<file path="config.mk">
export PLATFORM = sky130hd
export DESIGN_NAME = swrst_ctrl
export DESIGN_NICKNAME = d
export VERILOG_FILES = /design/src/rtl/swrst_pkg.sv /design/src/rtl/swrst_lane.sv /design/src/rtl/swrst_ctrl.sv
export SDC_FILE = /design/constraint.sdc
export NUM_CORES = 1
export LEC_CHECK = 0
export ABC_AREA = 1
export BUFFER_PORTS_ARGS = -buffer_cell sky130_fd_sc_hd__buf_2
export CORE_MARGIN = 3
export CORE_UTILIZATION = 58
export DETAILED_ROUTE_END_ITERATION = 6
export GPL_ROUTABILITY_DRIVEN = 0
export HOLD_SLACK_MARGIN = 0.06
export PLACE_DENSITY = 0.91
export SYNTH_ARGS = -nofsm -noshare
export SYNTH_HDL_FRONTEND = slang
export SYNTH_SLANG_ARGS = --single-unit
</file>
<file path="constraint.sdc">
create_clock -name clk_i -period 2.3 [get_ports clk_i]
set_input_delay 0.115 -clock clk_i [delete_from_list [all_inputs] [get_ports clk_i]]
set_output_delay 0.115 -clock clk_i [all_outputs]
set_load 0.02 [all_outputs]
</file>
<file path="src/rtl/swrst_pkg.sv">
package swrst_pkg;
    typedef enum logic [1:0] {
        SR_IDLE  = 2'd0,
        SR_PULSE = 2'd1,
        SR_HOLD  = 2'd2,
        SR_CAPS  = 2'd3
    } sr_state_e;

    localparam int unsigned NUM_LANES = 3;
    localparam int unsigned LANE_ALL  = 0;
    localparam int unsigned LANE_CMD  = 1;
    localparam int unsigned LANE_DAT  = 2;
endpackage

</file>
<file path="src/rtl/swrst_lane.sv">
module swrst_lane
    import swrst_pkg::*;
#(
    parameter int unsigned DELAY      = 4,
    parameter bit          NEEDS_CAPS = 1'b0
) (
    input  logic clk_i,
    input  logic rst_ni,
    input  logic start_i,
    input  logic abort_i,
    input  logic caps_ok_i,
    output logic busy_o,
    output logic strobe_o
);
    localparam int unsigned CW = (DELAY > 1) ? $clog2(DELAY) : 1;
    localparam logic [CW-1:0] CNT_LOAD = CW'(DELAY - 1);

    sr_state_e     state_q, state_d;
    logic [CW-1:0] cnt_q, cnt_d;

    // next-state and counter
    always_comb begin
        state_d = state_q;
        cnt_d   = cnt_q;
        unique case (state_q)
            SR_IDLE: begin
                if (start_i) state_d = SR_PULSE;
            end
            SR_PULSE: begin
                state_d = SR_HOLD;
                cnt_d   = CNT_LOAD;
            end
            SR_HOLD: begin
                if (cnt_q == '0) state_d = NEEDS_CAPS ? SR_CAPS : SR_IDLE;
                else             cnt_d   = cnt_q - 1'b1;
            end
            SR_CAPS: begin
                if (caps_ok_i) state_d = SR_IDLE;
            end
            default: state_d = SR_IDLE;
        endcase
        if (abort_i) state_d = SR_IDLE;
    end

    // state register
    always_ff @(posedge clk_i or negedge rst_ni) begin
        if (!rst_ni) begin
            state_q <= SR_IDLE;
            cnt_q   <= '0;
        end else begin
            state_q <= state_d;
            cnt_q   <= cnt_d;
        end
    end

    // outputs
    always_comb begin
        busy_o   = 1'b0;
        strobe_o = 1'b0;
        unique case (state_q)
            SR_IDLE:  busy_o = 1'b0;
            SR_PULSE: begin
                busy_o   = 1'b1;
                strobe_o = 1'b1;
            end
            SR_HOLD:  busy_o = 1'b1;
            SR_CAPS:  busy_o = 1'b1;
            default:  busy_o = 1'b0;
        endcase
    end


    strobe_single_chk: assert property (@(posedge clk_i) disable iff (!rst_ni)
        strobe_o |=> !strobe_o);


    hold_no_drop_chk: assert property (@(posedge clk_i) disable iff (!rst_ni)
        (state_q == SR_HOLD && cnt_q != '0 && !abort_i) |=> busy_o);

    generate
        if (NEEDS_CAPS) begin : g_caps_chk

            caps_gate_chk: assert property (@(posedge clk_i) disable iff (!rst_ni)
                $fell(busy_o) |-> $past(caps_ok_i));
        end
    endgenerate
endmodule

</file>
<file path="src/rtl/swrst_ctrl.sv">
module swrst_ctrl
    import swrst_pkg::*;
#(
    parameter int unsigned DELAY = 4
) (
    input  logic       clk_i,
    input  logic       rst_ni,
    input  logic       wr_en_i,
    input  logic [2:0] wr_data_i,
    input  logic       caps_valid_i,
    output logic [2:0] rst_bits_o,
    output logic       clr_all_o,
    output logic       clr_cmd_o,
    output logic       clr_dat_o
);
    logic [NUM_LANES-1:0] start;
    logic [NUM_LANES-1:0] abort;
    logic [NUM_LANES-1:0] busy;
    logic [NUM_LANES-1:0] strobe;

    generate
        for (genvar i = 0; i < NUM_LANES; i++) begin : g_lane
            if (i == LANE_ALL) begin : g_full
                assign start[i] = wr_en_i & wr_data_i[i] & ~busy[i];
                assign abort[i] = 1'b0;
            end else begin : g_line
                assign start[i] = wr_en_i & wr_data_i[i] & ~busy[i]
                                  & ~busy[LANE_ALL] & ~start[LANE_ALL];
                assign abort[i] = start[LANE_ALL];
            end

            swrst_lane #(
                .DELAY      (DELAY),
                .NEEDS_CAPS (i == LANE_ALL)
            ) u_lane (
                .clk_i     (clk_i),
                .rst_ni    (rst_ni),
                .start_i   (start[i]),
                .abort_i   (abort[i]),
                .caps_ok_i (caps_valid_i),
                .busy_o    (busy[i]),
                .strobe_o  (strobe[i])
            );
        end
    endgenerate

    assign rst_bits_o = busy;
    assign clr_all_o  = strobe[LANE_ALL];
    assign clr_cmd_o  = strobe[LANE_ALL] | strobe[LANE_CMD];
    assign clr_dat_o  = strobe[LANE_ALL] | strobe[LANE_DAT];


    full_alone_chk: assert property (@(posedge clk_i) disable iff (!rst_ni)
        clr_all_o |-> (rst_bits_o == 3'b001));


    line_blocked_chk: assert property (@(posedge clk_i) disable iff (!rst_ni)
        rst_bits_o[LANE_ALL] |=> !$rose(rst_bits_o[LANE_CMD]) && !$rose(rst_bits_o[LANE_DAT]));


    cmd_rise_chk: assert property (@(posedge clk_i) disable iff (!rst_ni)
        $rose(rst_bits_o[LANE_CMD]) |-> clr_cmd_o);


    dat_rise_chk: assert property (@(posedge clk_i) disable iff (!rst_ni)
        $rose(rst_bits_o[LANE_DAT]) |-> clr_dat_o);
endmodule

</file>
==> results_dict.tcl <==
set metrics [dict create \
    skew_ns 0.0120 \
    postCtsHoldBufs 1 \
    synthArstFlopShare_pct 100 \
    setup_viol 0 \
    p_total_uw 1280 \
    core_um2 1200 \
    cts_buffers 3 \
    firstDrtPassIters 4 \
    synth_simple_gate_area_share_pct 27.0 \
    finalCriticalPeriod_ns 1.59 \
    cp.arrival_ns 1.75 \
    powerDensity_nw_per_um2 1460 \
    synth_top_area_cell "dfrtp_1" \
    clk_pin_slew_ns 0.08 \
    clkSinkCount 12 \
    relSlewSlack_pct 82.2 \
    synthXorXnorAreaFrac_pct 0 \
    synthCells 99 \
    grt_overflow_total 0 \
    ir_drop_mv 0.816 \
    grt_pass1_wl_um 2520 \
    worst_hold_slack_ns 0.172 \
    placed_area_um2 842 \
    ys_seq_area_share_pct 37.6 \
    postCtsSetupBuffers 0 \
    io_pins 13 \
    cts_buffer_depth 2 \
    ys_seq_elements 12 \
    worstSetupPathType "reg -> reg" \
    layout-drive-gt1-share_pct 25.2 \
    min_path_type "in -> reg" \
    antenna_found_initial 0 \
    cts_tree "built" \
    period_share_pct 69.3 \
    routed.top_layer "met4" \
    synth-compound-area-share_pct 10.2 \
    grt_pass1_vias 622 \
    synth.most_common_cell "nand2_1" \
    rsz0062_at_grt "false" \
    required_ns 2.45 \
    synth_area_leaders "dfrtp_1 38%, ha_1 11%, nand2_1 9.4%, inv_1 7.1%, nand3_2 3.8%" \
    met2_length_um 756 \
    netlist_top_cells_count "20 x nand2_1, 15 x inv_1, 12 x dfrtp_1" \
    final_area_um2 875 \
    status "finished clean" \
    grt_util_all_layers_pct 18.2 \
    diodes 0 \
    drt_iter0_drc 8 \
    place_ws_ns 0.741 \
    tightest_slew_ns 0.267 \
    met1_length_um 626 \
    design.die.area_um2 1860 \
    end_kind "register" \
    clk_latency_ns 0.28 \
    drc 0 \
    num-nets-final 127 \
    crit_fanout 11 \
    maxCapViolCount 0 \
    drv_slew 0 \
    die_y_um 43.1 \
    h-tree-depth 1 \
    initial_core_util_pct 66.5 \
    via_per_inst 5.25 \
    p_leak_uw 0.000502 \
    ys_warn_count 0 \
    cts_resized 0 \
    slowest_stage "dfrtp_1" \
    areaGrowthSynthToFinish_pct 9.56 \
    start_kind "register" \
    syn_avg_cell_area_um2 8.06 \
    syn-num-nets 113 \
    portBuffers 12 \
    ant_nets 0 \
    die_w_um 43.1 \
    wl_um 1500 \
    syn-cell-area_um2 798 \
    wl_met3_um 91 \
    place_hpwl_um 1210 \
    cp_top_family "simple AND/OR/NAND/NOR gates" \
    crit_chain "inv_1 > ha_1 > nand3_2 > nand2_1 > nand3_1 > nand2_1 > o21ai_1" \
    cpPeakStageDelay_ns 0.42 \
    yosys.area.top_type_share_pct 37.6 \
    synthAdderAreaFrac_pct 11.0 \
    setup_slack_ns 0.707 \
    synth_mux_area_share_pct 0 \
    synth_ff_type "dfrtp_1" \
    synth.distinct_cells 24 \
    rows 12 \
    synth_top_family_by_area "simple AND/OR/NAND/NOR gates" \
    cpMostUsedCell "nand2_1" \
    synth_edf_count 0 \
    fmax_mhz 628 \
    finalHoldViolations 0 \
    setup_tns_ns 0 \
    grt_max_degree 13 \
    root_buffer "clkbuf_4" \
    critPathBufInv 1 \
    vias 656 \
    post_drt_wl_per_cell_um 12.0 \
]
[layout make-up]
type                    instances  area, um2
repair buffers                 13       70.1
fillers                        87        327
multi-input cells              63        384
well taps                      14       17.5
inverters                      20       80.1
flip-flops and latches         12        300
clock buffers                   3       22.5
[cells in the final DEF, fill, tap and decap left out, drive strengths merged]
| cell | count |
|---|---|
| nand2 | 21 |
| dfrtp | 12 |
| nor3 | 1 |
| o21ai | 8 |
| nor2 | 9 |
| nand4 | 1 |
| clkinv | 1 |
| ha | 7 |
| clkbuf | 3 |
| buf | 12 |
| inv | 19 |
| a21oi | 6 |
| a22oi | 1 |
| nand3b | 2 |
| or2 | 1 |
| nand3 | 6 |
| dlygate4sd3 | 1 |
[flip-flops by register name, summed over array words and instances, names as in the netlist]
name	cells
g_lane.u_lane.cnt_q	6
g_lane.u_lane.state_q	6
[path summary, 6_finish.rpt]
path	cells after the start	end	slack [ns]	startpoint
max in group asynchronous	2	g_lane[2].u_lane.cnt_q[1]$_DFFE_PN0P_	1.85	rst_ni
worst max-delay path	7	g_lane[0].u_lane.state_q[1]$_DFFE_PN0P_	0.71	g_lane[0].u_lane.state_q[0]$_DFFE_PN0P_
worst max register to register	7	g_lane[0].u_lane.state_q[1]$_DFFE_PN0P_	0.71	g_lane[0].u_lane.state_q[0]$_DFFE_PN0P_
min in group asynchronous	2	g_lane[1].u_lane.cnt_q[1]$_DFFE_PN0P_	0.23	rst_ni
worst min register to register	1	g_lane[2].u_lane.cnt_q[0]$_DFFE_PN0P_	0.48	g_lane[2].u_lane.cnt_q[0]$_DFFE_PN0P_
worst min-delay path	4	g_lane[2].u_lane.state_q[0]$_DFFE_PN0P_	0.17	caps_valid_i
[per-layer routing]
metal	global-route usage, %	vias to the layer above
li1	-	329
met1	18.9	304
met2	31.3	17
met3	8.47	6
met4	7.23	0
met5	0	-
[through the flow]
step	util, %	instances
final	72.8	125
after global routing	72.8	125
after CTS	72.8	125
after detailed placement	70.1	121
after global placement	70.1	121
after floorplan	-	99
[kinds of logic after synthesis]
group,Yosys count
AO/OA/AOI/OAI,15
adder cells (fa/ha/maj),7
buffers and inverters,24
flip-flops,12
AND/OR/NAND/NOR,41
[power breakdown]
group	switching (uW)	internal, uW
clock network	68.8	60.8
logic	480	281
registers	76.5	314
total	625	656
[tightest hold or removal path: cells and delay by family]
kind	cells	cell delay (ns)
buf+inv	2	0.18
simple gates	1	0.08
compound gates	1	0.05
No activity file was read; power rests on OpenSTA's default activity.
